`src/rtl/cbdma_pkg.sv`:
```
package cbdma_pkg;

  localparam int unsigned REG_CTRL_OFS  = 0;
  localparam int unsigned REG_DPTR_OFS  = 4;

  localparam int unsigned CTRL_RUN_BIT  = 0;
  localparam int unsigned CTRL_DONE_BIT = 2;

  localparam int unsigned OPT_IRQ_BIT   = 0;
  localparam int unsigned OPT_DINC_BIT  = 4;
  localparam int unsigned OPT_SINC_BIT  = 8;

  localparam int unsigned DESC_WORDS    = 4;

  typedef enum logic [1:0] {
    ST_IDLE  = 2'd0,
    ST_FETCH = 2'd1,
    ST_READ  = 2'd2,
    ST_WRITE = 2'd3
  } eng_state_t;

  typedef struct packed {
    logic irq_en;
    logic dst_inc;
    logic src_inc;
  } xfer_opt_t;

endpackage

```
`src/rtl/cbdma_rst_sync.sv`:
```
module cbdma_rst_sync #(
  parameter int unsigned STAGES = 2
) (
  input  logic clk,
  input  logic rst_n,
  output logic rst_sync_n
);

  logic [STAGES-1:0] sync_q;

  always_ff @(posedge clk or negedge rst_n) begin
    if (!rst_n) sync_q <= '0;
    else        sync_q <= {sync_q[STAGES-2:0], 1'b1};
  end

  assign rst_sync_n = sync_q[STAGES-1];

endmodule

```
`src/rtl/cbdma_regs.sv`:
```
module cbdma_regs
  import cbdma_pkg::*;
#(
  parameter int unsigned REG_AW = 4,
  parameter int unsigned ADDR_W = 32,
  parameter int unsigned DATA_W = 32
) (
  input  logic              clk,
  input  logic              rst_n,
  input  logic              wen_i,
  input  logic [REG_AW-1:0] addr_i,
  input  logic [DATA_W-1:0] wdata_i,
  output logic [DATA_W-1:0] rdata_o,
  input  logic              busy_i,
  input  logic              done_i,
  input  logic              done_irq_en_i,
  output logic              start_o,
  output logic [ADDR_W-1:0] dptr_o,
  output logic              flag_o
);

  logic              sel_ctrl, sel_dptr;
  logic              dptr_en;
  logic [ADDR_W-1:0] dptr_q, dptr_d;
  logic              flag_q, flag_d;

  assign sel_ctrl = (addr_i == REG_AW'(REG_CTRL_OFS));
  assign sel_dptr = (addr_i == REG_AW'(REG_DPTR_OFS));

  assign start_o  = wen_i && sel_ctrl && wdata_i[CTRL_RUN_BIT] && !busy_i;
  assign dptr_en  = wen_i && sel_dptr;

  always_comb begin
    dptr_d = dptr_q;
    if (dptr_en) dptr_d = ADDR_W'(wdata_i);
  end

  always_comb begin
    flag_d = flag_q;
    if (done_i && done_irq_en_i)                          flag_d = 1'b1;
    else if (wen_i && sel_ctrl && wdata_i[CTRL_DONE_BIT]) flag_d = 1'b0;
  end

  always_ff @(posedge clk or negedge rst_n) begin
    if (!rst_n) begin
      dptr_q <= '0;
      flag_q <= 1'b0;
    end else begin
      dptr_q <= dptr_d;
      flag_q <= flag_d;
    end
  end

  always_comb begin
    rdata_o = '0;
    if (sel_ctrl) begin
      rdata_o[CTRL_RUN_BIT]  = busy_i;
      rdata_o[CTRL_DONE_BIT] = flag_q;
    end else if (sel_dptr) begin
      rdata_o = DATA_W'(dptr_q);
    end
  end

  assign dptr_o = dptr_q;
  assign flag_o = flag_q;

endmodule

```
`src/rtl/cbdma_engine.sv`:
```
module cbdma_engine
  import cbdma_pkg::*;
#(
  parameter int unsigned ADDR_W = 32,
  parameter int unsigned DATA_W = 32
) (
  input  logic              clk,
  input  logic              rst_n,
  input  logic              start_i,
  input  logic [ADDR_W-1:0] dptr_i,
  output logic              busy_o,
  output logic              done_o,
  output logic              irq_en_o,
  output logic              mem_req_o,
  output logic              mem_we_o,
  output logic [ADDR_W-1:0] mem_addr_o,
  output logic [DATA_W-1:0] mem_wdata_o,
  input  logic              mem_gnt_i,
  input  logic [DATA_W-1:0] mem_rdata_i
);

  localparam int unsigned       STEP_BYTES = DATA_W / 8;
  localparam int unsigned       IDX_W      = $clog2(DESC_WORDS);
  localparam logic [ADDR_W-1:0] ADDR_STEP  = ADDR_W'(STEP_BYTES);
  localparam logic [DATA_W-1:0] LEN_STEP   = DATA_W'(STEP_BYTES);
  localparam logic [IDX_W-1:0]  IDX_OPT    = IDX_W'(0);
  localparam logic [IDX_W-1:0]  IDX_SRC    = IDX_W'(1);
  localparam logic [IDX_W-1:0]  IDX_DST    = IDX_W'(2);

  eng_state_t        state_q, state_d;
  logic [IDX_W-1:0]  idx_q, idx_d;
  xfer_opt_t         opt_q, opt_d;
  logic [ADDR_W-1:0] base_q, base_d;
  logic [ADDR_W-1:0] src_q, src_d;
  logic [ADDR_W-1:0] dst_q, dst_d;
  logic [DATA_W-1:0] rem_q, rem_d;
  logic [DATA_W-1:0] buf_q, buf_d;
  logic              done_c;

  always_comb begin
    state_d = state_q;
    idx_d   = idx_q;
    opt_d   = opt_q;
    base_d  = base_q;
    src_d   = src_q;
    dst_d   = dst_q;
    rem_d   = rem_q;
    buf_d   = buf_q;
    done_c  = 1'b0;
    unique case (state_q)
      ST_IDLE: begin
        if (start_i) begin
          state_d = ST_FETCH;
          idx_d   = '0;
          base_d  = dptr_i;
        end
      end
      ST_FETCH: begin
        if (mem_gnt_i) begin
          idx_d = idx_q + IDX_W'(1);
          if (idx_q == IDX_OPT) begin
            opt_d.irq_en  = mem_rdata_i[OPT_IRQ_BIT];
            opt_d.dst_inc = mem_rdata_i[OPT_DINC_BIT];
            opt_d.src_inc = mem_rdata_i[OPT_SINC_BIT];
          end else if (idx_q == IDX_SRC) begin
            src_d = ADDR_W'(mem_rdata_i);
          end else if (idx_q == IDX_DST) begin
            dst_d = ADDR_W'(mem_rdata_i);
          end else begin
            rem_d = mem_rdata_i;
            if (mem_rdata_i == '0) begin
              state_d = ST_IDLE;
              done_c  = 1'b1;
            end else begin
              state_d = ST_READ;
            end
          end
        end
      end
      ST_READ: begin
        if (mem_gnt_i) begin
          buf_d   = mem_rdata_i;
          state_d = ST_WRITE;
        end
      end
      ST_WRITE: begin
        if (mem_gnt_i) begin
          if (opt_q.src_inc) src_d = src_q + ADDR_STEP;
          if (opt_q.dst_inc) dst_d = dst_q + ADDR_STEP;
          if (rem_q <= LEN_STEP) begin
            rem_d   = '0;
            state_d = ST_IDLE;
            done_c  = 1'b1;
          end else begin
            rem_d   = rem_q - LEN_STEP;
            state_d = ST_READ;
          end
        end
      end
      default: state_d = ST_IDLE;
    endcase
  end

  always_ff @(posedge clk or negedge rst_n) begin
    if (!rst_n) begin
      state_q <= ST_IDLE;
      idx_q   <= '0;
      opt_q   <= '0;
      base_q  <= '0;
      src_q   <= '0;
      dst_q   <= '0;
      rem_q   <= '0;
      buf_q   <= '0;
    end else begin
      state_q <= state_d;
      idx_q   <= idx_d;
      opt_q   <= opt_d;
      base_q  <= base_d;
      src_q   <= src_d;
      dst_q   <= dst_d;
      rem_q   <= rem_d;
      buf_q   <= buf_d;
    end
  end

  always_comb begin
    mem_req_o   = (state_q != ST_IDLE);
    mem_we_o    = (state_q == ST_WRITE);
    mem_wdata_o = buf_q;
    unique case (state_q)
      ST_FETCH: mem_addr_o = base_q + ADDR_W'(idx_q) * ADDR_STEP;
      ST_READ:  mem_addr_o = src_q;
      ST_WRITE: mem_addr_o = dst_q;
      default:  mem_addr_o = '0;
    endcase
  end

  assign busy_o   = (state_q != ST_IDLE);
  assign done_o   = done_c;
  assign irq_en_o = opt_q.irq_en;

endmodule

```
`src/rtl/cbdma_channel.sv`:
```
module cbdma_channel
  import cbdma_pkg::*;
#(
  parameter int unsigned REG_AW = 4,
  parameter int unsigned ADDR_W = 32,
  parameter int unsigned DATA_W = 32
) (
  input  logic              clk,
  input  logic              rst_n,
  input  logic              reg_wen,
  input  logic [REG_AW-1:0] reg_addr,
  input  logic [DATA_W-1:0] reg_wdata,
  output logic [DATA_W-1:0] reg_rdata,
  output logic              mem_req,
  output logic              mem_we,
  output logic [ADDR_W-1:0] mem_addr,
  output logic [DATA_W-1:0] mem_wdata,
  input  logic              mem_gnt,
  input  logic [DATA_W-1:0] mem_rdata,
  output logic              irq
);

  logic              rst_sync_n;
  logic              eng_start;
  logic              eng_busy;
  logic              eng_done;
  logic              eng_irq_en;
  logic [ADDR_W-1:0] dptr;

  cbdma_rst_sync #(.STAGES(2)) u_rst_sync (
    .clk        (clk),
    .rst_n      (rst_n),
    .rst_sync_n (rst_sync_n)
  );

  cbdma_regs #(
    .REG_AW (REG_AW),
    .ADDR_W (ADDR_W),
    .DATA_W (DATA_W)
  ) u_regs (
    .clk           (clk),
    .rst_n         (rst_sync_n),
    .wen_i         (reg_wen),
    .addr_i        (reg_addr),
    .wdata_i       (reg_wdata),
    .rdata_o       (reg_rdata),
    .busy_i        (eng_busy),
    .done_i        (eng_done),
    .done_irq_en_i (eng_irq_en),
    .start_o       (eng_start),
    .dptr_o        (dptr),
    .flag_o        (irq)
  );

  cbdma_engine #(
    .ADDR_W (ADDR_W),
    .DATA_W (DATA_W)
  ) u_engine (
    .clk         (clk),
    .rst_n       (rst_sync_n),
    .start_i     (eng_start),
    .dptr_i      (dptr),
    .busy_o      (eng_busy),
    .done_o      (eng_done),
    .irq_en_o    (eng_irq_en),
    .mem_req_o   (mem_req),
    .mem_we_o    (mem_we),
    .mem_addr_o  (mem_addr),
    .mem_wdata_o (mem_wdata),
    .mem_gnt_i   (mem_gnt),
    .mem_rdata_i (mem_rdata)
  );

endmodule

```
`config.mk`:
```
export PLATFORM = sky130hd
export DESIGN_NAME = cbdma_channel
export DESIGN_NICKNAME = d
export VERILOG_FILES = /design/src/rtl/cbdma_pkg.sv /design/src/rtl/cbdma_rst_sync.sv /design/src/rtl/cbdma_regs.sv /design/src/rtl/cbdma_engine.sv /design/src/rtl/cbdma_channel.sv
export SDC_FILE = /design/constraint.sdc
export NUM_CORES = 1
export LEC_CHECK = 0
export ABC_AREA = 0
export BUFFER_PORTS_ARGS = -buffer_cell sky130_fd_sc_hd__buf_2
export CAP_MARGIN = 30
export CORE_MARGIN = 2
export CORE_UTILIZATION = 35
export DETAILED_ROUTE_END_ITERATION = 10
export HOLD_SLACK_MARGIN = 0.12
export SETUP_SLACK_MARGIN = 0.4
export SYNTH_ARGS = -nofsm -noshare
export SYNTH_HDL_FRONTEND = slang
export SYNTH_SLANG_ARGS = --single-unit
export TNS_END_PERCENT = 100
```
`constraint.sdc`:
```
create_clock -name clk -period 7.4 [get_ports clk]
set_clock_uncertainty 0.2 [all_clocks]
set_input_delay 0.37 -clock clk [delete_from_list [all_inputs] [get_ports clk]]
set_output_delay 0.37 -clock clk [all_outputs]
set_load 0.02 [all_outputs]
```
## After elaboration in Yosys (flattened, before gate mapping)

Cells that the tools add are included.

| storage, ports and cells | value |
|---|---|
| register bits | 202 |
| output and inout bits | 99 |
| word-level logic and storage cells | 108 |

| cells by class | value |
|---|---|
| $add $sub $neg | 5 |
| order comparisons | 1 |
| equal/unequal tests | 17 |
| mux-type cells | 49 |
| reduce and logical (&&, ||, !) cells | 23 |

Operator list:

| kind | number |
|---|---|
| 32-bit 2-to-1 mux | 18 |
| 32-bit one-hot mux with 2 select lines | 3 |
| 32-bit one-hot mux with 3 select lines | 1 |
| 32-bit by 3-bit adder with 32-bit output, second input constant | 2 |
| 32-bit by 4-bit adder with 32-bit output | 1 |
| 32-bit by 3-bit less-or-equal comparator with 1-bit output, second input constant | 1 |
| 32-bit logical NOT | 1 |
| 32-bit by 3-bit subtractor with 32-bit output, second input constant | 1 |
| 29-bit 2-to-1 mux | 1 |
| 2-bit 2-to-1 mux | 11 |
| 7-bit AND reduction | 2 |
| 1-bit 2-to-1 mux | 12 |
| 2-bit inequality test, second input constant | 6 |
| 6-bit AND reduction | 2 |
| 2-bit by 1-bit inequality test with 1-bit output, second input constant | 5 |
| 2-bit one-hot mux with 4 select lines | 1 |
| 2-bit nonzero test | 4 |
| 2-bit == test, second input constant | 3 |
| 1-bit logical AND | 6 |
| 3-bit AND reduction | 2 |
| 2-bit by 1-bit == test with 1-bit output, second input constant | 2 |
| 4-bit by 3-bit == test with 1-bit output, second input constant | 1 |
| 2-bit logical NOT | 2 |
| 4-bit logical NOT | 1 |
| 5 further kinds | 6 |

## Logic depth before layout (Yosys ltp)

Gate-level depths: netlist (run 1).

| logic depth | value |
|---|---|
| depth in word-level cells | 9 |
| gate-level depth with buffers | 9 |

## Modules after synthesis

Synthesis (run 1) repeated with hierarchy kept, for this count alone.

| unflattened totals | value |
|---|---|
| cells, all modules | 1,225 |
| area, all modules | 11,681.2 um^2 |

Modules (own cells, without submodules):

| module | instances | cells each | area each (um^2) | sequential area each (um^2) |
|---|---|---|---|---|
| cbdma_engine | 1 | 1,113 | 10,013.4 | 4,179.0 |
| cbdma_regs | 1 | 109 | 1,614.0 | 825.8 |
| cbdma_rst_sync | 1 | 3 | 53.8 | 50.0 |

## Worst setup path after synthesis (run 1)

Ideal clock, no wire load.

| timing path | value |
|---|---|
| path type | reg-to-output |
| start | register u_engine.idx_q[0] |
| end | output mem_addr[30] |
| data arrival time | 2.371 ns |
| required time | 6.830 ns |
| path slack | 4.459 ns |
| stages on the path, launching flop included | 8 |
| buffers on the path | 0 |
| path through | dfrtp_1 -> ha_1 -> inv_1 -> fa_1 -> nor4_2 -> nand4_1 -> xor2_1 -> o22ai_1 |

| between the ends | value |
|---|---|
| longest elaborated chain between the ends | 2 |

RTL lines:

| item | line | source |
|---|---|---|
| start, declared | cbdma_engine.sv:31 | `logic [IDX_W-1:0] idx_q, idx_d;` |
| start signal, assigned | cbdma_engine.sv:116 | `idx_q <= idx_d;` |
| 32-bit by 4-bit adder with 32-bit output | cbdma_engine.sv:131 | `ST_FETCH: mem_addr_o = base_q + ADDR_W'(idx_q) * ADDR_STEP;` |
| 32-bit one-hot mux with 3 select lines | cbdma_engine.sv:130 | `unique case (state_q)` |
| end, declared | cbdma_channel.sv:16 | `output logic [ADDR_W-1:0] mem_addr,` |

Every way passes these cells.

## Final worst setup path (run 1)

| timing path | value |
|---|---|
| start | register u_engine.idx_q[0] |
| end | output mem_addr[26] |

The elaborated chain is that of the path after synthesis.

==> results_dict.tcl, run 1 <==
set metrics [dict create \
    status "complete, no violations" \
    critPathBufInv 2 \
    synth_top_flop_cell "dfrtp_1" \
    min_from "u_rst_sync.sync_q[0]" \
    fin_crit_sh 0.521 \
    grt-ovfl-total 0 \
    ir_drop_mv 0.191 \
    antenna_found_initial 0 \
    synth_edf_count 0 \
    drc 0 \
    yosys-top-cells-count "dfrtp_1, mux2_2, nand2_1" \
    cp_max_fo 9 \
    wirelength_um 35200 \
    seq_area_frac_synth 0.436 \
    drv_cap 0 \
    synth-seq-cells 202 \
    synth_top_area_cell "dfrtp_1" \
    cts_buffer_depth 3 \
    numPortBuffers 170 \
    die_y_um 186 \
    post-dp-hpwl_um 23600 \
    drtPass1Iterations 5 \
    slew_headroom 0.333 \
    synth_area_mm2 0.0116 \
    die_area_mm2 0.0346 \
    async_flop_share 1.00 \
    crit_path_start_kind "flop" \
    cts_resized 0 \
    layout-drive-gt1-share 0.259 \
    num_antenna_cells 0 \
    rsz0062_at_grt "false" \
    via_per_inst 5.64 \
    synth_cells 1196 \
    worstMarginPinSlew_ns 1.00 \
    cts_tree "yes" \
    synthesis.nets 1278 \
    vias 10500 \
    clkLatencyLatePin_ns 0.54 \
    gp_congestion 0.833 \
    ff2ff_setup_slack_ns 4.43 \
    cp-end-kind "output port" \
    synthMostInstantiatedCell "dfrtp_1" \
    finalMaxSlewViolations 0 \
    power_per_cell_area_mw_per_mm2 397 \
    min_path_cells 0 \
    dp_cells 1745 \
    synth_cell_type_count 71 \
    timing.critical_path.max_delay_family "simple AND/OR/NAND/NOR gates" \
    cpMaxStageDelayCell "nor4_2" \
    fp.dieW_um 186 \
    avgSynthCellArea_um2 9.69 \
    hold_viol 0 \
    synth_top_area_frac 0.436 \
    drt_iter0_markers 1006 \
    crit_path_max_incr_delay_ns 0.83 \
    start_util 0.356 \
    finalSetupTns_ns 0 \
    worst_hold_path_type "reg -> reg" \
    r2r_start "u_engine.rem_q[14]" \
    crit_arrival_ns 3.28 \
    crit_chain "ha_1, inv_1, fa_1, nor4_2, nand4_1, xor2_1, o22ai_1, buf_2" \
    min_to "u_rst_sync.sync_q[1]" \
    crit_required_ns 6.83 \
    reg2regPathDepth 7 \
    rows 66 \
    areaGrowthSynthToFinish_pct 24.4 \
    synth_area_leaders "dfrtp_1, mux2_2, nand2_1" \
    grt_max_degree 142 \
    nets 1481 \
    cts_buffers 24 \
    p_leak_nw 6.24 \
    stdcell_count 1858 \
    grt_pass1_wl_um 56100 \
    htree_levels 1 \
    fin_crit_ns 3.85 \
    setup_violations 0 \
    clk_pin_slew_worst_paths_ns 0.06 \
    fmax_mhz 259 \
    critical_path_class "reg -> out" \
    cts.sinks 202 \
    wire_per_inst_um 19.0 \
    grt_use_total 0.204 \
    fill_cells 3171 \
    yosys_warnings 0 \
    cts_setup_buffers 0 \
    ant_nets 0 \
    core_area_mm2 0.0325 \
    boundaryPins 171 \
    root_buffer "clkbuf_16" \
    r2r_end "u_engine.rem_q[18]" \
    first_global_vias 9957 \
]
worst max path at each step:
stage	from	endpoint	slack, ns	depth (start not counted)
detailed placement	u_engine.idx_q[0]	mem_addr[26]	4.05	8
finish	u_engine.idx_q[0]	mem_addr[26]	3.55	8
global placement	u_engine.idx_q[0]	mem_addr[28]	4.03	8
CTS	u_engine.idx_q[0]	mem_addr[26]	3.47	8
floorplan	u_rst_sync.sync_q[1]	u_engine.base_q[0]	1.15	0
global route	u_engine.idx_q[0]	mem_addr[26]	3.26	8
timing repair:
item	in CTS	in global routing
setup endpoints to repair	0	0
hold endpoints to repair	126	0
hold buffers	69	0
kinds of logic (layout without fill, tap and decap cells):
kind of cell	Yosys count	count (layout)	synth area share
adders and majority gates	10	10	0.0114
DFF	202	202	0.436
AOI/OAI and AO/OA	307	307	0.179
and+or+nand+nor	415	415	0.192
other	1	1	0.000324
xor gates and xnor gates	28	28	0.0212
buffers and inverters	102	322	0.0341
muxes	131	131	0.125
stage by stage:
step | hold slack [ns] | util | setup slack (ns) | instance area, um2 | total power [W]
3_3_place_gp | -0.0425 | 0.395 | 4.03 | 12800 | 0.00440
2_1_floorplan | -0.126 | - | 1.15 | 11600 | 0.00368
5_1_grt | 0.165 | 0.443 | 3.26 | 14400 | 0.00611
6_report | 0.150 | 0.443 | 3.55 | 14400 | 0.00572
3_5_place_dp | -0.0428 | 0.397 | 4.05 | 12900 | 0.00445
4_1_cts | 0.152 | 0.443 | 3.47 | 14400 | 0.00574
sequential cells by signal, indices dropped and copies added, names as in the netlist:
name	cells
u_engine.rem_q	32
u_regs.flag_o	1
u_engine.state_q	2
u_engine.base_q	32
u_engine.mem_wdata_o	32
u_regs.dptr_o	32
u_engine.src_q	32
u_engine.opt_q	2
u_rst_sync.sync_q	2
u_engine.dst_q	32
u_engine.irq_en_o	1
u_engine.idx_q	2
per-layer routing:
metal	vias to the layer above	track usage	share of wire
met5	-	0	0
met4	0	0.0387	0.015
met3	40	0.0450	0.087
met2	418	0.313	0.44
met1	5095	0.296	0.46
li1	4917	-	-
where the power goes:
group	internal [W]	switching (W)	total (W)
logic	0.000984	0.00147	0.00245
registers	0.00155	0.000485	0.00203
clock network	0.000746	0.000489	0.00124
total	0.00328	0.00244	0.00572
placed cells by master (no fill, tap or decap), drive strengths merged, types with 20 or more instances in the layout:
cell type    instances
dfrtp              202
buf                190
mux2               112
nand2              111
dlygate4sd3         69
nor2                68
a21oi               65
o21ai               64
nand4               41
and2                39
nand3               38
o22ai               35
clkbuf              30
nor4                28
nor3                27
xor2                20
cell type report:
type | instances | area, um2 | share of cell area
Multi-Input combinational cell | 892 | 6160 | 0.428
Sequential cell | 202 | 5060 | 0.351
Timing Repair Buffer | 260 | 1750 | 0.121
Clock buffer | 29 | 629 | 0.0437
Tap cell | 442 | 553 | 0.0384
Clock inverter | 14 | 186 | 0.0129
Inverter | 19 | 71.3 | 0.00495
(Power assumes the default switching activity.)
==> inputs of run 2 (changes only) <==
==> constraint.sdc (replaced) <==
create_clock -name clk -period 3.39 [get_ports clk]
set_clock_uncertainty 0.2 [all_clocks]
set_input_delay 0.1695 -clock clk [delete_from_list [all_inputs] [get_ports clk]]
set_output_delay 0.1695 -clock clk [all_outputs]
set_load 0.02 [all_outputs]
==> results_dict.tcl, run 2 (synthesis gave the netlist of run 1 again) <==
set metrics [dict create \
    placed_area_mm2 0.0131 \
    fp.dieW_um 186 \
    wirelength_um 35200 \
    first_global_vias 9946 \
    finalMaxSlewViolations 0 \
    layout_commonest_cell "dfrtp_1" \
    cts_buffers 24 \
    crit_required_ns 3.02 \
    timing.critical_path.max_delay_family "adder cells" \
    fin_crit_sh 0.864 \
    die_y_um 186 \
    clkLatencyLatePin_ns 0.53 \
    r2r_end "u_regs.flag_o" \
    cts_buffer_depth 3 \
    grt-ovfl-total 0 \
    status "complete, no violations" \
    p_leak_nw 6.47 \
    ir_drop_mv 0.392 \
    num_antenna_cells 0 \
    core_area_mm2 0.0325 \
    cts_tree "yes" \
    start_util 0.356 \
    final_area_mm2 0.0148 \
    stdcell_count 1885 \
    cp_max_fo 8 \
    grt_use_total 0.204 \
    cp-end-kind "output port" \
    finalSetupTns_ns 0 \
    final_cell_mix "dfrtp_1, buf_2, mux2_2" \
    antenna_found_initial 0 \
    grt_pass1_wl_um 56000 \
    crit_path_start_kind "flop" \
    root_buffer "clkbuf_16" \
    drt_iter0_markers 1022 \
    htree_levels 1 \
    worstMarginPinSlew_ns 0.841 \
    crit_chain "ha_2, inv_2, fa_2, nor4_4, buf_6, nand4_1, xor2_1, o22ai_2, buf_2" \
    setup_violations 0 \
    ant_nets 0 \
    clk_pin_slew_worst_paths_ns 0.06 \
    wire_per_inst_um 18.6 \
    grt_max_degree 119 \
    layout-drive-gt1-share 0.280 \
    ff2ff_setup_slack_ns 0.48 \
    crit_arrival_ns 2.56 \
    nets 1509 \
    crit_path_max_incr_delay_ns 0.42 \
    post-dp-hpwl_um 24200 \
    r2r_start "u_engine.rem_q[18]" \
    rsz0062_at_grt "true" \
    cpMaxStageDelayCell "fa_2" \
    hold_viol 0 \
    gp_congestion 0.852 \
    areaGrowthSynthToFinish_pct 28.0 \
    power_per_cell_area_mw_per_mm2 879 \
    drc 0 \
    worst_hold_path_type "reg -> async" \
    numPortBuffers 170 \
    fin_crit_ns 2.93 \
    drv_cap 0 \
    die_area_mm2 0.0346 \
    critPathBufInv 3 \
    cts.sinks 202 \
    reg2regPathDepth 7 \
    slew_headroom 0.439 \
    rows 66 \
    utilization 0.456 \
    drtPass1Iterations 7 \
    fmax_mhz 341 \
    via_per_inst 5.59 \
    critical_path_class "reg -> out" \
    dp_cells 1765 \
    vias 10500 \
    boundaryPins 171 \
]
## run 2: cell count changes in the layout (fill, tap and decap cells not counted), moves of 3 or more
cell / before / now
buf_12: 1 / 7
buf_2: 170 / 164
clkinv_2: 7 / 2
buf_4: 17 / 45
bufinv_16: 4 / 7
clkbuf_1: 4 / 1
clkbuf_8: 1 / 4
## run 2: area by class of cell
type                    count  area (um2)
repair buffers            288        2020
clock buffers              29         659
well taps                 442         553
inverters                  19        71.3
multi-input cells         892        6200
clock inverters            13         263
flip-flops and latches    202        5060
fillers                  3118       17700
## run 2: worst max path at each step
stage                                  start                 end  slack [ns]  depth (start not counted)
after detailed placement   u_engine.idx_q[0]  u_engine.rem_q[12]        0.65                          6
after global placement     u_engine.idx_q[0]  u_engine.rem_q[12]        0.68                          6
after global routing      u_engine.base_q[9]        mem_addr[27]        0.33                          7
after floorplan            u_engine.idx_q[0]        mem_addr[30]        0.65                          7
final                     u_engine.base_q[2]        mem_addr[30]        0.46                          9
after CTS                 u_engine.base_q[2]        mem_addr[30]        0.40                          9
## run 2: metal layers
metal	up-vias	routed length (um)	GRT usage	share of wire
met3	49	2580	0.0397	0.073
met4	0	652	0.0413	0.019
li1	4969	-	-	-
met1	5113	16400	0.293	0.47
met2	412	15500	0.318	0.44
met5	-	0	0	0
## run 2: what timing repair did
item                                    4_1_cts  5_1_grt
endpoints found under the hold margin       170        0
hold buffers                                 70        0
pin swaps                                     4        4
gates resized for setup                       2       15
buffers inserted                              4        3
endpoints found under the setup margin        8       18
## run 2: report_power, final
| part | leakage (nW) | switching (W) | internal, W |
|---|---|---|---|
| registers | 2.46 | 0.00110 | 0.00338 |
| clock network | 0.452 | 0.00108 | 0.00192 |
| logic | 3.56 | 0.00322 | 0.00233 |
| total | 6.47 | 0.00541 | 0.00763 |
## run 2: metrics by stage
stage,setup slack (ns),power (W),hold slack (ns)
after floorplan,0.650,0.00804,-0.326
after global placement,0.677,0.00977,-0.244
after detailed placement,0.650,0.00987,-0.242
after CTS,0.402,0.0130,0.151
after global routing,0.329,0.0139,0.165
final,0.460,0.0130,0.149
==> inputs of run 3 (changes only) <==
--- a/config.mk
+++ b/config.mk
@@ -9,7 +9,7 @@
 export BUFFER_PORTS_ARGS = -buffer_cell sky130_fd_sc_hd__buf_2
 export CAP_MARGIN = 30
 export CORE_MARGIN = 2
-export CORE_UTILIZATION = 35
+export CORE_UTILIZATION = 25
 export DETAILED_ROUTE_END_ITERATION = 10
 export HOLD_SLACK_MARGIN = 0.12
 export SETUP_SLACK_MARGIN = 0.4
==> results_dict.tcl, run 3 (synthesis gave the netlist of run 1 again) <==
set metrics [dict create \
    status "complete, no violations" \
    dp_cells 1919 \
    fmax_mhz 333 \
    final_cell_mix "dfrtp_1, buf_2, mux2_2" \
    setup_violations 0 \
    nets 1507 \
    ant_nets 0 \
    core_area_mm2 0.0456 \
    wirelength_um 37700 \
    hold_viol 0 \
    power_per_cell_area_mw_per_mm2 872 \
    vias 10600 \
    clkLatencyLatePin_ns 0.56 \
    cts_tree "yes" \
    p_leak_nw 6.46 \
    die_y_um 219 \
    ff2ff_setup_slack_ns 0.58 \
    post-dp-hpwl_um 26600 \
    drtPass1Iterations 5 \
    worstMarginPinSlew_ns 0.715 \
    drt_iter0_markers 839 \
    htree_levels 1 \
    die_area_mm2 0.0481 \
    crit_path_start_kind "flop" \
    whs_ns 0.155 \
    grt-ovfl-total 0 \
    stdcell_count 2045 \
    rsz0062_at_grt "true" \
    crit_path_max_incr_delay_ns 0.43 \
    cp-end-kind "output port" \
    placed_area_mm2 0.0132 \
    fin_crit_sh 0.885 \
    boundaryPins 171 \
    grt_pass1_wl_um 58800 \
    slew_headroom 0.516 \
    grt_use_total 0.154 \
    via_per_inst 5.20 \
    gp_congestion 0.840 \
    cp_max_fo 5 \
    cpMostUsedCell "buf_4" \
    wire_per_inst_um 18.4 \
    critical_path_class "reg -> out" \
    fp.dieW_um 219 \
    crit_arrival_ns 2.63 \
    layout_commonest_cell "dfrtp_1" \
    start_util 0.254 \
    cts.sinks 202 \
    areaGrowthSynthToFinish_pct 29.6 \
    drv_cap 0 \
    antenna_found_initial 1 \
    drc 0 \
    cts_buffers 26 \
    root_buffer "clkbuf_16" \
    finalMaxSlewViolations 0 \
    first_global_vias 10400 \
    final_area_mm2 0.0150 \
    fin_crit_ns 3.00 \
    p_total_w 0.0131 \
    cpMaxStageDelayCell "fa_2" \
    numPortBuffers 170 \
    num_antenna_cells 0 \
    grt_max_degree 74 \
    finalSetupTns_ns 0 \
    crit_chain "ha_2, inv_2, fa_2, nor4_4, buf_4, nand4_1, xor2_1, o22ai_1, buf_4" \
    cts_buffer_depth 3 \
    clk_pin_slew_worst_paths_ns 0.06 \
    rows 78 \
    layout-drive-gt1-share 0.282 \
    ir_drop_mv 0.521 \
    worst_hold_path_type "reg -> reg" \
    crit_required_ns 3.02 \
]
## run 3: cell count changes in the layout (fill, tap and decap cells not counted), moves of 2 or more
cell / delta
clkbuf_16: +3
buf_12: -2
bufinv_16: -3
clkbuf_8: +3
clkinv_2: +3
clkinvlp_4: +2
## run 3: final timing paths
path,cells past startpoint,to,start
worst max-delay path,9,mem_addr[28],u_engine.idx_q[0]
worst min-delay path,0,u_rst_sync.sync_q[1],u_rst_sync.sync_q[0]
worst max register to register,9,u_engine.dst_q[31],u_engine.idx_q[0]
worst min register to register,0,u_rst_sync.sync_q[1],u_rst_sync.sync_q[0]
max in group asynchronous,1,u_regs.dptr_o[27],u_rst_sync.sync_q[1]
min in group asynchronous,0,u_engine.base_q[5],u_rst_sync.sync_q[1]
## run 3: what timing repair did
item / CTS / global route
pin swaps: 11 / 4
gates resized for setup: 14 / 9
hold buffers: 70 / 0
hold endpoints to repair: 170 / 0
gates cloned: 1 / 0
setup buffers: 6 / 1
setup endpoints to repair: 11 / 30
## run 3: metal layers
layer  vias to the layer above  track usage  routed length (um)
met5                         -            0                   0
met4                         0       0.0372                 745
met3                        47       0.0270                2650
met2                       385        0.245               17100
met1                      5242        0.216               17200
li1                       4957            -                   -
## run 3: area by class of cell
class | instances | area, um2
Sequential cell | 202 | 5060
Timing Repair Buffer | 284 | 1960
Inverter | 19 | 71.3
Multi-Input combinational cell | 892 | 6220
Tap cell | 600 | 751
Clock inverter | 12 | 169
Fill cell | 4668 | 30600
Clock buffer | 36 | 779
## run 3: worst max-delay path, delay by kind of cell, from the launching register on
family | cells | cell delay (ns)
adder cells (fa/ha/maj) | 2 | 0.63
buffers and inverters | 3 | 0.42
flip-flops | 1 | 0.36
AND/OR/NAND/NOR | 2 | 0.30
AO/OA/AOI/OAI | 1 | 0.20
XOR/XNOR | 1 | 0.18
## run 3: report_power, final
part	total (W)	internal [W]	switching (W)
Combinational	0.00555	0.00230	0.00325
Clock	0.00302	0.00190	0.00112
Sequential	0.00452	0.00338	0.00114
Total	0.0131	0.00759	0.00550
## run 3: stage by stage
step	setup slack [ns]	util
final	0.389	0.329
after global routing	0.270	0.329
after CTS	0.356	0.329
after detailed placement	0.518	0.290
after global placement	0.650	0.290
after floorplan	0.650	-
